[src/rtl/wb_cache2.sv]
module wb_cache2 #(
  parameter int ADDR_W = 12,
  parameter int DATA_W = 32,
  parameter int OFF_W  = 2,
  parameter int SET_W  = 3,
  parameter int WAYS   = 2
) (
  input  logic              clk,
  input  logic              rst_n,
  input  logic              cpu_req,
  input  logic              cpu_we,
  input  logic [ADDR_W-1:0] cpu_addr,
  input  logic [DATA_W-1:0] cpu_wdata,
  output logic [DATA_W-1:0] cpu_rdata,
  output logic              cpu_done,
  output logic              cpu_busy,
  input  logic              flush,
  output logic              mem_req,
  output logic              mem_we,
  output logic [ADDR_W-1:0] mem_addr,
  output logic [DATA_W-1:0] mem_wdata,
  input  logic [DATA_W-1:0] mem_rdata,
  input  logic              mem_ready
);
  localparam int WPL   = 1 << OFF_W;
  localparam int SETS  = 1 << SET_W;
  localparam int TAG_W = ADDR_W - OFF_W - SET_W;

  typedef enum logic [2:0] {S_IDLE, S_WB, S_FILL, S_FSCAN, S_FWB} st_t;
  st_t st;

  logic              valid [WAYS][SETS];
  logic              dirty [WAYS][SETS];
  logic [TAG_W-1:0]  tagm  [WAYS][SETS];
  logic [DATA_W-1:0] line  [WAYS][SETS][WPL];
  logic              lru   [SETS];

  logic [OFF_W-1:0] beat;
  logic             vway, fway;
  logic [SET_W-1:0] fset;

  wire [TAG_W-1:0] rtag = cpu_addr[ADDR_W-1 -: TAG_W];
  wire [SET_W-1:0] rset = cpu_addr[OFF_W +: SET_W];
  wire [OFF_W-1:0] roff = cpu_addr[OFF_W-1:0];

  logic hit, hway, victim;
  always_comb begin
    hit  = 1'b0;
    hway = 1'b0;
    for (int w = 0; w < WAYS; w++)
      if (valid[w][rset] && tagm[w][rset] == rtag) begin
        hit  = 1'b1;
        hway = w[0];
      end
  end

  always_comb begin
    if (WAYS == 1)                   victim = 1'b0;
    else if (!valid[0][rset])        victim = 1'b0;
    else if (!valid[WAYS-1][rset])   victim = 1'b1;
    else                             victim = lru[rset];
  end

  wire idle      = (st == S_IDLE);
  wire beat_last = &beat;
  wire slot_last = (fset == SET_W'(SETS-1)) && (fway == 1'(WAYS-1));

  assign cpu_busy  = !idle;
  assign cpu_done  = idle && !flush && cpu_req && hit;
  assign cpu_rdata = line[hway][rset][roff];
  assign mem_req   = (st == S_WB) || (st == S_FILL) || (st == S_FWB);
  assign mem_we    = (st == S_WB) || (st == S_FWB);

  always_comb begin
    mem_addr  = '0;
    mem_wdata = '0;
    case (st)
      S_WB: begin
        mem_addr  = {tagm[vway][rset], rset, beat};
        mem_wdata = line[vway][rset][beat];
      end
      S_FILL: mem_addr = {rtag, rset, beat};
      S_FWB: begin
        mem_addr  = {tagm[fway][fset], fset, beat};
        mem_wdata = line[fway][fset][beat];
      end
      default: ;
    endcase
  end

  always_ff @(posedge clk) begin
    if (!rst_n) begin
      st   <= S_IDLE;
      beat <= '0;
      vway <= 1'b0;
      fway <= 1'b0;
      fset <= '0;
      for (int w = 0; w < WAYS; w++)
        for (int s = 0; s < SETS; s++) begin
          valid[w][s] <= 1'b0;
          dirty[w][s] <= 1'b0;
        end
      for (int s = 0; s < SETS; s++) lru[s] <= 1'b0;
    end else begin
      case (st)
        S_IDLE:
          if (flush) begin
            fset <= '0;
            fway <= 1'b0;
            st   <= S_FSCAN;
          end else if (cpu_req) begin
            if (hit) begin
              if (cpu_we) begin
                line[hway][rset][roff] <= cpu_wdata;
                dirty[hway][rset]      <= 1'b1;
              end
              lru[rset] <= ~hway;
            end else begin
              vway <= victim;
              beat <= '0;
              if (valid[victim][rset] && dirty[victim][rset]) st <= S_WB;
              else begin
                valid[victim][rset] <= 1'b0;
                st <= S_FILL;
              end
            end
          end
        S_WB:
          if (mem_ready) begin
            beat <= beat + 1'b1;
            if (beat_last) begin
              valid[vway][rset] <= 1'b0;
              dirty[vway][rset] <= 1'b0;
              st <= S_FILL;
            end
          end
        S_FILL:
          if (mem_ready) begin
            line[vway][rset][beat] <= mem_rdata;
            beat <= beat + 1'b1;
            if (beat_last) begin
              valid[vway][rset] <= 1'b1;
              dirty[vway][rset] <= 1'b0;
              tagm[vway][rset]  <= rtag;
              lru[rset]         <= ~vway;
              st <= S_IDLE;
            end
          end
        S_FSCAN:
          if (valid[fway][fset] && dirty[fway][fset]) begin
            beat <= '0;
            st   <= S_FWB;
          end else begin
            if (fway == 1'(WAYS-1)) begin
              fway <= 1'b0;
              fset <= fset + 1'b1;
            end else fway <= 1'b1;
            if (slot_last) st <= S_IDLE;
          end
        S_FWB:
          if (mem_ready) begin
            beat <= beat + 1'b1;
            if (beat_last) begin
              dirty[fway][fset] <= 1'b0;
              if (fway == 1'(WAYS-1)) begin
                fway <= 1'b0;
                fset <= fset + 1'b1;
              end else fway <= 1'b1;
              st <= slot_last ? S_IDLE : S_FSCAN;
            end
          end
        default: st <= S_IDLE;
      endcase
    end
  end
endmodule

[config.mk]
export PLATFORM = sky130hd
export DESIGN_NAME = wb_cache2
export DESIGN_NICKNAME = d
export VERILOG_FILES = /design/src/rtl/wb_cache2.sv
export SDC_FILE = /design/constraint.sdc
export NUM_CORES = 2
export LEC_CHECK = 0
export BUFFER_PORTS_ARGS = -buffer_cell sky130_fd_sc_hd__buf_2
export CORE_MARGIN = 5
export CORE_UTILIZATION = 35
export DETAILED_ROUTE_END_ITERATION = 10
export GPL_ROUTABILITY_DRIVEN = 0
export PLACE_DENSITY_LB_ADDON = 0.25
export SYNTH_ARGS = -nofsm -noshare
export SYNTH_HDL_FRONTEND = slang
export SYNTH_SLANG_ARGS = --single-unit
[constraint.sdc]
create_clock -name clk -period 5.42 [get_ports clk]
set_clock_uncertainty 0.05 [all_clocks]
set_input_delay 0 -clock clk [delete_from_list [all_inputs] [get_ports clk]]
set_output_delay 0 -clock clk [all_outputs]
set_load 0.05 [all_outputs]
==> flow_summary.yaml <==
yosys:
  ys_ff_latch: 2212
  syn_area_per_cell_um2: 14.6
  synth_seq_area_share: 0.547
  synth_top_flop_cell: "edfxtp_1"
  yosys_warnings: 0
  syn_nets: 8348
  ys_async_sr_fraction: 0
  synthCells: 8260
  syn_area_mm2: 0.121
  synth_edf_count: 2190
  ys_types: 85
setup_path:
  timing.critical_path.buf_inv: 5
  r2r-start: "tagm[1][45]$_DFFE_PP_"
  crit_fanout: 26
  cp_slowest_stage_delay_ns: 0.87
  worstPathArrival_ns: 5.43
  critical_path.endpoint_type: "output port"
  startpoint_type: "register"
  critPathRequiredTime_ns: 5.37
  critPathTopFamily: "buffers and inverters"
  crit_start: "fset[0]$_SDFFE_PN0P_"
  crit_chain: "inv_1 > nand3_4 > buf_4 > buf_4 > o22ai_1 > a21oi_1 > o21ai_0 > mux4_2 > nand2_1 > o21ai_0 > buf_4 > buf_2"
  crit_slowest_cell: "dfxtp_4"
  crit_type: "register to output port"
  path_common_cell: "buf_4"
power_and_ir_drop:
  powerDensity_mw_per_mm2: 309
  leakagePower_nw: 43.9
  irDropWorstVdd_v: 0.000244
  p_comb_frac: 0.143
  power.internal_mw: 31.1
  power_switching_mw: 12.0
  swShare: 0.279
  clockPowerShare: 0.410
  totalPowerFinal_mw: 43.1
  power_frac_seq: 0.447
timing:
  finalCritPeriodShare: 1.01
  fmax_ghz: 0.182
  hold_violations: 0
  fin_crit_ns: 5.48
  hold_ws_ns: 0.0525
  drv_slew: 0
  setup_ws_ns: -0.0616
  max-slew-margin-rel: 0.0707
  worst_slew_pin_slew_ns: 1.39
  setup_tns_ns: -0.0616
  finalSetupViolations: 1
floorplanning:
  core_mm2: 0.344
  die-height_um: 598
  fp-row-count: 215
  ioPinCount: 162
  die_x_um: 598
  die-area_mm2: 0.357
  initial_core_util: 0.352
clock_network:
  clockBufferDepth: 4
  cts_tree: "done"
  cts-buffers-inserted: 264
  clock_latency_ns: 0.88
  path_clk_slew_ns: 0.05
  clockRootBuffer: "clkbuf_16"
  cts_max_level: 5
  cts_sinks: 2212
final_layout:
  area.growth.synth_to_final_pct: 15.6
  finalNonFillerCells: 13300
  fillCellCount: 31100
  layout_commonest_cell: "edfxtp_1"
  fin_nets: 8574
  final_cell_mix: "edfxtp_1 (2190), mux2i_1 (1149), mux4_2 (1012), nand2_1 (851), o22ai_1 (406)"
  layout-drive-gt1-share: 0.259
grt:
  antenna_found_initial: 33
  grt_max_degree: 112
  overflow: 0
  grt_usage: 0.297
  grt_pass1_vias: 87800
  grt_pass1_wl_um: 742000
placed_design:
  place_inst: 12700
  io_buffer_count: 161
  dp_hpwl_um: 316000
drt:
  drt-wirelength-per-cell_um: 41.5
  drt_iter0_drc: 15500
  wirelength_um: 550000
  dr_total_vias: 91900
  dr.pass1.iters: 6
  vias_per_cell: 6.92
  drc: 0
  drtAntennaViolNets: 0
outcome:
  status: "finished, violations left"
  violations: "negative setup slack"
flow_run:
  drv_cap: 0
hold_path:
  worstHoldStart: "cpu_addr[8]"
  holdCritPathClass: "input pin to register"
-- metrics by stage --
| step | setup slack (ns) | util | area [um2] |
|---|---|---|---|
| 6_report | -0.0616 | 0.407 | 140000 |
| 5_1_grt | -0.0270 | 0.407 | 140000 |
| 4_1_cts | 0.00231 | 0.406 | 139000 |
| 3_5_place_dp | 0.484 | 0.380 | 131000 |
| 3_3_place_gp | 0.398 | 0.380 | 131000 |
| 2_1_floorplan | 0.377 | - | 121000 |
-- cell type report --
class,count,area (um2),share of cell area
clock buffer,319,6870,0.0491
clock inverter,145,1470,0.0105
sequential,2212,66200,0.474
timing repair buffer,705,7030,0.0503
antenna,30,75.1,0.000537
inverter,16,78.8,0.000564
multi-input combinational,5287,52400,0.374
tap,4557,5700,0.0408
-- sequential cells by signal, summed over array words and instances (netlist names), named ones only --
signal,cells
line,2048
vway,1
fway,1
st,3
valid,16
dirty,16
beat,2
fset,3
tagm,112
lru,8
-- power groups by stage --
stage	clock, mW	sequential, mW	combinational [mW]
detailed placement	0	19.7	5.94
finish	17.7	19.3	6.15
floorplan	0	19.6	3.51
CTS	17.8	19.3	5.99
global route	18.4	19.3	6.29
global placement	0	19.7	5.91
-- Yosys cell counts (all sizes together) (23+ instances only) --
library cell     n  area [um2]
clkbuf         409        1540
mux4          1012       22800
buf            336        1640
nor2           250         941
or4             27         203
o21ai          211        1060
nand4           37         231
a2111oi         23         201
mux2            71         803
a31oi           60         375
nand2          865        3250
edfxtp        2190       65800
nor3            89         445
o22ai          409        2560
or3             29         181
a221oi          40         350
a211oi          33         248
mux2i         1151       11500
and3            26         163
a22oi           36         270
nor4            92         591
a21oi          358        1790
o221ai         103         902
a32oi           30         263
nand3          136         686
-- final timing paths --
kind | to | slack, ns | cells past startpoint
max | mem_wdata[13] | -0.06 | 12
min | tagm[0][10]$_DFFE_PP_ | 0.05 | 2
min reg2reg | lru[0]$_DFF_P_ | 0.42 | 2
max reg2reg | line[1][107]$_DFFE_PP_ | 0.67 | 12
-- per-layer routing --
layer | vias up | global-route usage | share of wire
met5 | - | 0 | 0.00029
met4 | 16 | 0.187 | 0.074
li1 | 34600 | - | -
met3 | 1819 | 0.0915 | 0.14
met2 | 8142 | 0.434 | 0.43
met1 | 47300 | 0.385 | 0.36
-- logic make-up (layout without fill, tap and decap cells) --
group                      count (synthesis)  after routing  share of synthesized area
and+or+nand+nor                         1598           1598                     0.0583
xor gates and xnor gates                   8              8                   0.000579
AOI/OAI and AO/OA                       1441           1441                     0.0760
DFF                                     2212           2212                      0.547
other                                      0             30                          0
adders and majority gates                  6              6                   0.000621
buffers and inverters                    761           1185                     0.0267
muxes                                   2234           2234                      0.290
-- timing repair --
action                     CTS  global route
gates cloned                 0             2
hold buffers                40             0
setup endpoints to repair    4            14
pin swaps                    0             2
setup buffers                0            12
hold endpoints to repair   579             0
gates resized for setup      5            21
Note: power is estimated with default switching activity, not from simulation.
